**config.mk**
```make
export PLATFORM = sky130hd
export DESIGN_NAME = serial_display_rx
export DESIGN_NICKNAME = d
export VERILOG_FILES = /design/src/rtl/sdr_pkg.sv /design/src/rtl/sdr_sync.sv /design/src/rtl/sdr_ctrl.sv /design/src/rtl/sdr_datapath.sv /design/src/rtl/serial_display_rx.sv
export SDC_FILE = /design/constraint.sdc
export NUM_CORES = 1
export LEC_CHECK = 0
export BUFFER_PORTS_ARGS = -buffer_cell sky130_fd_sc_hd__buf_2
export CAP_MARGIN = 20
export CORE_MARGIN = 1.5
export CORE_UTILIZATION = 25
export DETAILED_ROUTE_END_ITERATION = 12
export PLACE_DENSITY_LB_ADDON = 0.1
export REMOVE_ABC_BUFFERS = 1
export SYNTH_ARGS = -nofsm -noshare
export SYNTH_HDL_FRONTEND = slang
export SYNTH_SLANG_ARGS = --single-unit
```
**constraint.sdc**
```tcl
create_clock -name clk -period 1.7 [get_ports clk]
set_input_delay 0.17 -clock clk [delete_from_list [all_inputs] [get_ports clk]]
set_output_delay 0.17 -clock clk [all_outputs]
set_load 0.05 [all_outputs]
```
**src/rtl/sdr_pkg.sv**
```systemverilog
package sdr_pkg;

  localparam int SegWidth  = 56;
  localparam int DimWidth  = 10;
  localparam int ModeWidth = 3;
  localparam int BankCount = 3;

  // strobes handed from control to datapath
  typedef struct packed {
    logic shiftEn;
    logic loadEn;
    logic serBit;
  } rxStrobe_t;

endpackage

```
**src/rtl/sdr_sync.sv**
```systemverilog
module sdr_sync #(
  parameter int WIDTH  = 1,
  parameter int STAGES = 2
) (
  input  logic             clk,
  input  logic             rstN,
  input  logic [WIDTH-1:0] asyncIn,
  output logic [WIDTH-1:0] syncOut
);

  logic [STAGES-1:0][WIDTH-1:0] chain;

  always_ff @(posedge clk or negedge rstN) begin
    if (!rstN) begin
      chain <= '0;
    end else begin
      chain[0] <= asyncIn;
      for (int s = 1; s < STAGES; s++) begin
        chain[s] <= chain[s-1];
      end
    end
  end

  assign syncOut = chain[STAGES-1];

endmodule

```
**src/rtl/sdr_ctrl.sv**
```systemverilog
module sdr_ctrl
  import sdr_pkg::*;
#(
  parameter int SYNC_STAGES = 2
) (
  input  logic      clk,
  input  logic      rstN,
  input  logic      csIn,
  input  logic      sclkIn,
  input  logic      sdatIn,
  output rxStrobe_t strb
);

  localparam int PinCount = 3;
  localparam int PinCs    = 0;
  localparam int PinSclk  = 1;
  localparam int PinData  = 2;

  logic [PinCount-1:0] rawPins;
  logic [PinCount-1:0] syncPins;
  logic csPrev;
  logic sclkPrev;
  logic csNow;
  logic sclkNow;

  assign rawPins[PinCs]   = csIn;
  assign rawPins[PinSclk] = sclkIn;
  assign rawPins[PinData] = sdatIn;

  // data passes through the same depth as the clock so they stay aligned
  sdr_sync #(
    .WIDTH  (PinCount),
    .STAGES (SYNC_STAGES)
  ) uSync (
    .clk     (clk),
    .rstN    (rstN),
    .asyncIn (rawPins),
    .syncOut (syncPins)
  );

  assign csNow   = syncPins[PinCs];
  assign sclkNow = syncPins[PinSclk];

  always_ff @(posedge clk or negedge rstN) begin
    if (!rstN) begin
      csPrev   <= 1'b0;
      sclkPrev <= 1'b0;
    end else begin
      csPrev   <= csNow;
      sclkPrev <= sclkNow;
    end
  end

  always_comb begin
    strb.shiftEn = sclkNow & ~sclkPrev & csNow;
    strb.loadEn  = csPrev & ~csNow;
    strb.serBit  = syncPins[PinData];
  end

endmodule

```
**src/rtl/sdr_datapath.sv**
```systemverilog
module sdr_datapath
  import sdr_pkg::*;
#(
  parameter int SEG_W  = SegWidth,
  parameter int DIM_W  = DimWidth,
  parameter int MODE_W = ModeWidth,
  parameter int BANKS  = BankCount
) (
  input  logic                        clk,
  input  logic                        rstN,
  input  rxStrobe_t                   strb,
  output logic [BANKS-1:0][SEG_W-1:0] segAll,
  output logic [DIM_W-1:0]            dimLevel,
  output logic [MODE_W-1:0]           modeCode
);

  localparam int HistWidth = SEG_W + MODE_W;
  localparam int DimTop    = MODE_W + DIM_W - 1;
  localparam int DimCode   = BANKS + 1;

  logic [HistWidth-1:0] histReg;
  logic [SEG_W-1:0]     segPayload;
  logic [DIM_W-1:0]     dimPayload;
  logic [BANKS-1:0]     bankWe;
  logic                 dimWe;

  // history: newest bit at index 0
  always_ff @(posedge clk or negedge rstN) begin
    if (!rstN) begin
      histReg <= '0;
    end else if (strb.shiftEn) begin
      histReg <= {histReg[HistWidth-2:0], strb.serBit};
    end
  end

  // code bit 0 is the oldest of the last three bits received
  for (genvar m = 0; m < MODE_W; m++) begin : gModeBit
    assign modeCode[m] = histReg[MODE_W-1-m];
  end

  // first segment bit sent is the oldest bit held
  for (genvar i = 0; i < SEG_W; i++) begin : gSegBit
    assign segPayload[i] = histReg[HistWidth-1-i];
  end

  // first brightness bit sent is the LSB
  for (genvar j = 0; j < DIM_W; j++) begin : gDimBit
    assign dimPayload[j] = histReg[DimTop-j];
  end

  for (genvar b = 0; b < BANKS; b++) begin : gBank
    assign bankWe[b] = strb.loadEn &&
                       ((modeCode == '0) || (modeCode == MODE_W'(b + 1)));

    always_ff @(posedge clk or negedge rstN) begin
      if (!rstN) begin
        segAll[b] <= '0;
      end else if (bankWe[b]) begin
        segAll[b] <= segPayload;
      end
    end
  end

  assign dimWe = strb.loadEn && (modeCode == MODE_W'(DimCode));

  always_ff @(posedge clk or negedge rstN) begin
    if (!rstN) begin
      dimLevel <= '0;
    end else if (dimWe) begin
      dimLevel <= dimPayload;
    end
  end

endmodule

```
**src/rtl/serial_display_rx.sv**
```systemverilog
module serial_display_rx
  import sdr_pkg::*;
#(
  parameter int SEG_W       = SegWidth,
  parameter int DIM_W       = DimWidth,
  parameter int SYNC_STAGES = 2
) (
  input  logic             clk,
  input  logic             rstN,
  input  logic             csIn,
  input  logic             sclkIn,
  input  logic             sdatIn,
  output logic [SEG_W-1:0] segBankA,
  output logic [SEG_W-1:0] segBankB,
  output logic [SEG_W-1:0] segBankC,
  output logic [DIM_W-1:0] dimLevel
);

  localparam int Banks = 3;

  rxStrobe_t                   strb;
  logic [Banks-1:0][SEG_W-1:0] segAll;
  logic [ModeWidth-1:0]        modeCode;

  sdr_ctrl #(
    .SYNC_STAGES (SYNC_STAGES)
  ) uCtrl (
    .clk    (clk),
    .rstN   (rstN),
    .csIn   (csIn),
    .sclkIn (sclkIn),
    .sdatIn (sdatIn),
    .strb   (strb)
  );

  sdr_datapath #(
    .SEG_W  (SEG_W),
    .DIM_W  (DIM_W),
    .MODE_W (ModeWidth),
    .BANKS  (Banks)
  ) uData (
    .clk      (clk),
    .rstN     (rstN),
    .strb     (strb),
    .segAll   (segAll),
    .dimLevel (dimLevel),
    .modeCode (modeCode)
  );

  assign segBankA = segAll[0];
  assign segBankB = segAll[1];
  assign segBankC = segAll[2];

endmodule

```
Word-level counts from Yosys, hierarchy flattened
Index checks and enable logic that the tools add are counted.

word-level totals
  logic and storage cells = 26
  register bits = 245
  input port bits = 5
  output and inout port bits = 178

cells by class
  reduce and logical (&&, ||, !) cells = 8
  equal/unequal tests = 4
  bitwise logic cells = 5

operators with widths
  kind                                                             number
  3-bit by 2-bit == test with 1-bit output, second input constant  2
  1-bit logical AND                                                4
  1-bit bitwise AND                                                3
  3-bit by 1-bit == test with 1-bit output, second input constant  1
  3-bit == test, second input constant                             1
  3-bit zero test                                                  1
  1-bit logical OR                                                 3
  1-bit NOT                                                        2

Longest topological paths before layout
  word-level depth = 3
  mapped depth = 5
  mapped depth without buffers = 3

Hierarchy
Synthesis repeated with hierarchy kept, for this count alone.

unflattened totals
  cells, all modules = 522
  area total of the unflattened synthesis = 9327.7 um2

modules (own cells, without submodules)
  module        times used  cells an instance  area each (um2)  sequential area each (um2)
  sdr_datapath  1           509                9090.0           5930.7
  sdr_sync      1           9                  172.7            150.1
  sdr_ctrl      1           4                  65.1             50.0

Worst setup path before layout
No wires, ideal clock.

  path type = reg2reg
  start point = reg uData.histReg[2]
  end point = reg uData.segAll[127] in the netlist's numbering
  buffers on the path = 2
  cell stages (with the launch flop) = 6
  arrival time = 1.460 ns
  setup slack = 0.115 ns
  path through = dfrtp_1 > xor2_1 > or3_1 > buf_6 > buf_6 > mux2_4

on the way
  longest elaborated chain between the ends = 3
  elaborated cells between the ends (all ways) = 4
  classes of those cells = eq/ne (1); reduce/logical (3)

ends and longest elaborated chain
  element                                                                      line                RTL
  start, declared                                                              sdr_datapath.sv:21  logic [HistWidth-1:0] histReg;
  start signal, assigned                                                       sdr_datapath.sv:32  histReg <= {histReg[HistWidth-2:0], strb.serBit};
  3-bit by 2-bit == test with 1-bit output or 3-bit zero test (tied branches)  sdr_datapath.sv:53  ((modeCode == '0) || (modeCode == MODE_W'(b + 1)));
  1-bit logical OR (*)                                                         sdr_datapath.sv:53
  1-bit logical AND (*)                                                        sdr_datapath.sv:52  assign bankWe[b] = strb.loadEn &&
  end signal, assigned by index                                                sdr_datapath.sv:59  segAll[b] <= segPayload;
  end, declared                                                                sdr_datapath.sv:12  output logic [BANKS-1:0][SEG_W-1:0] segAll,

Every way passes the cells marked *; elsewhere a longest branch is shown, timed or not.
A chain may end at the register's enable or synchronous reset.

Worst setup path after layout
  start point = reg uData.histReg[2]
  end point = reg uData.segAll[145] in the netlist's numbering

The elaborated chain is that of the path after synthesis.

==> impl_metrics.tcl <==
set metrics [dict create \
    cts_setup_buffers 0 \
    row_count 69 \
    maxCapViolations 0 \
    viasPerCell 4.184 \
    final_core_util_pct 33.02 \
    cts_buffers 28 \
    drcViolationCount 0 \
    dr.pass1.iters 4 \
    yosysMostFrequentCell "dfrtp_1" \
    crit_required_ns 2.11 \
    synthFlopType "dfrtp_1" \
    globalplace.congestion 0.6946 \
    max_slew.worst_pin.slew_ns 0.6054 \
    final_cells 1209 \
    antenna_found_initial 0 \
    ant_nets 0 \
    fin_skew_ns 0.009709 \
    r2r_end "uData.segAll[145]$_DFFE_PN0P_" \
    dpl.cell_count 1156 \
    h-tree-depth 1 \
    cp_top_family "flip-flops" \
    worstPathMaxFanout 29 \
    synth_common_cells "245 x dfrtp_1, 197 x mux2_2, 40 x mux2_4" \
    finalCritPeriodShare_pct 97.57 \
    cpPeakStageDelay_ns 0.44 \
    avgRoutedWirePerCell_um 17.59 \
    grt_pass1_wl_um 34630 \
    r2r_start "uData.histReg[2]$_DFFE_PN0P_" \
    hpwlAfterDp_um 14130 \
    n_antenna_cell 0 \
    netlist_instances 514 \
    drive_gt1_share_pct 65.64 \
    clk_latency_ns 0.54 \
    end_kind "flop" \
    p_leak_nw 6.495 \
    first_iter_violations 120 \
    syn_avg_cell_area_um2 17.82 \
    cts.sinks 245 \
    final_area_mm2 0.01183 \
    slew-limit-headroom_pct 59.64 \
    rsz0062_at_grt "yes" \
    yosysTopAreaCell "dfrtp_1" \
    synth.area.top_cells "dfrtp_1 67%, mux2_2 24%, mux2_4 6.6%" \
    whs_ns 0.1808 \
    slew_viol_final 0 \
    synth_seq_area_share_pct 66.95 \
    cp_slowest_cell "dfrtp_2" \
    status "complete, no violations" \
    hold_viol 0 \
    synth.distinct_cells 12 \
    fmax_ghz 0.6029 \
    ys_warn_count 0 \
    holdCritPathClass "input pin to asynchronous set/reset pin" \
    p_per_area_mw_per_mm2 1206 \
    die_area_mm2 0.03779 \
    setup-tns-final_ns 0 \
    grt_usage_pct 11.53 \
    cts_tree "yes" \
    portBuffers 182 \
    top_level_ports 183 \
    ys_ff_latch 245 \
    num_vias 5059 \
    setup_violations 0 \
    critPathLaunchType "flop" \
    path_buf_inv 1 \
    fillerInstances 3491 \
    start_util_pct 25.56 \
    synth_top_cell_area_share_pct 66.95 \
    clockRootBuffer "clkbuf_16" \
    grt_max_degree 62 \
    clk_pin_slew_worst_paths_ns 0.06 \
    die_h_um 194.4 \
    cts_buffer_depth 3 \
    min_period_ns 1.659 \
    nNetsFinal 734 \
    grt_pass1_vias 5645 \
    reg2reg_depth 4 \
    dieWidth_um 194.4 \
    async_reset_ff_share_pct 100.0 \
    path_cells "xor2_1, or3_4, buf_12, mux2_4" \
    synthesis.area_mm2 0.009158 \
    r2r_setup_slack_ns 0.04 \
    place_area_mm2 0.01087 \
    worstSetupPathType "flop to flop" \
    core_mm2 0.03583 \
    wirelength_um 21270 \
    cp.arrival_ns 2.07 \
    synth_edf_count 0 \
    grt-ovfl-total 0 \
    vdd_drop_max_v 0.0008183 \
    area_growth_syn_to_layout_pct 29.18 \
]
## sequential cells by signal (all words and copies together) (netlist names)
register	flops
uCtrl.uSync.chain	3
uCtrl.uSync.syncOut	3
uData.dimLevel	10
uData.segAll	168
uCtrl.sclkPrev	1
uCtrl.csPrev	1
uData.histReg	59
## layer usage
layer | track usage [%] | share of wire [%] | vias to the layer above
li1 | - | - | 2266
met1 | 14.98 | 44 | 2631
met2 | 18.85 | 47 | 131
met3 | 3.297 | 6.1 | 31
met4 | 2.951 | 2.4 | 0
met5 | 0 | 0 | -
## cell type report
cell class	instances	area (um^2)	area share, %
Sequential cell	245	6132	51.83
Multi-Input combinational cell	244	2897	24.48
Timing Repair Buffer	210	1320	11.16
Clock buffer	42	833.3	7.044
Tap cell	461	576.8	4.876
Clock inverter	7	71.32	0.6029
## placed cells by master (no fill, tap or decap), drive strengths merged
cell         count
dfrtp          245
mux2           237
buf            206
clkbuf          42
clkinv           6
dlygate4sd3      4
nor3             2
nand2b           1
or4b             1
xor2             1
or3              1
nand3b           1
bufinv           1
## how the worst max path moves through the flow
stage / start / endpoint / cells after the start
after floorplan: uCtrl.uSync.syncOut[0]$_DFF_PN0_ / uData.segAll[100]$_DFFE_PN0P_ / 3
after global placement: uCtrl.uSync.syncOut[0]$_DFF_PN0_ / uData.segAll[86]$_DFFE_PN0P_ / 5
after detailed placement: uCtrl.uSync.syncOut[0]$_DFF_PN0_ / uData.segAll[81]$_DFFE_PN0P_ / 5
after CTS: uCtrl.uSync.syncOut[0]$_DFF_PN0_ / uData.segAll[75]$_DFFE_PN0P_ / 5
after global routing: uData.histReg[2]$_DFFE_PN0P_ / uData.segAll[142]$_DFFE_PN0P_ / 4
final: uData.histReg[2]$_DFFE_PN0P_ / uData.segAll[145]$_DFFE_PN0P_ / 4
## kinds of logic (layout without fill, tap and decap cells)
family | after synthesis | in the layout | synth area share (%)
muxes | 237 | 237 | 30.78
xor gates and xnor gates | 1 | 1 | 0.09566
DFF | 245 | 245 | 66.95
buffers and inverters | 25 | 259 | 1.653
and+or+nand+nor | 6 | 6 | 0.5192
## stage by stage
step	power (mW)	setup WS, ns
finish	14.27	0.04131
global route	14.97	-0.007374
global placement	8.560	0.05481
floorplan	7.875	-3.284
detailed placement	8.587	0.04051
CTS	14.55	0.02803
## power breakdown
part	internal [mW]	switching (mW)	total, mW
sequential	6.15	0.256	6.41
clock	3.51	2.32	5.82
combinational	0.695	1.35	2.04
total	10.4	3.92	14.3
## timing repair
action | in CTS | in global routing
hold endpoints to repair | 54 | 0
setup endpoints to repair | 0 | 29
gates resized for setup | 0 | 3
hold buffers | 4 | 0
Note: power is estimated with default switching activity, not from simulation.
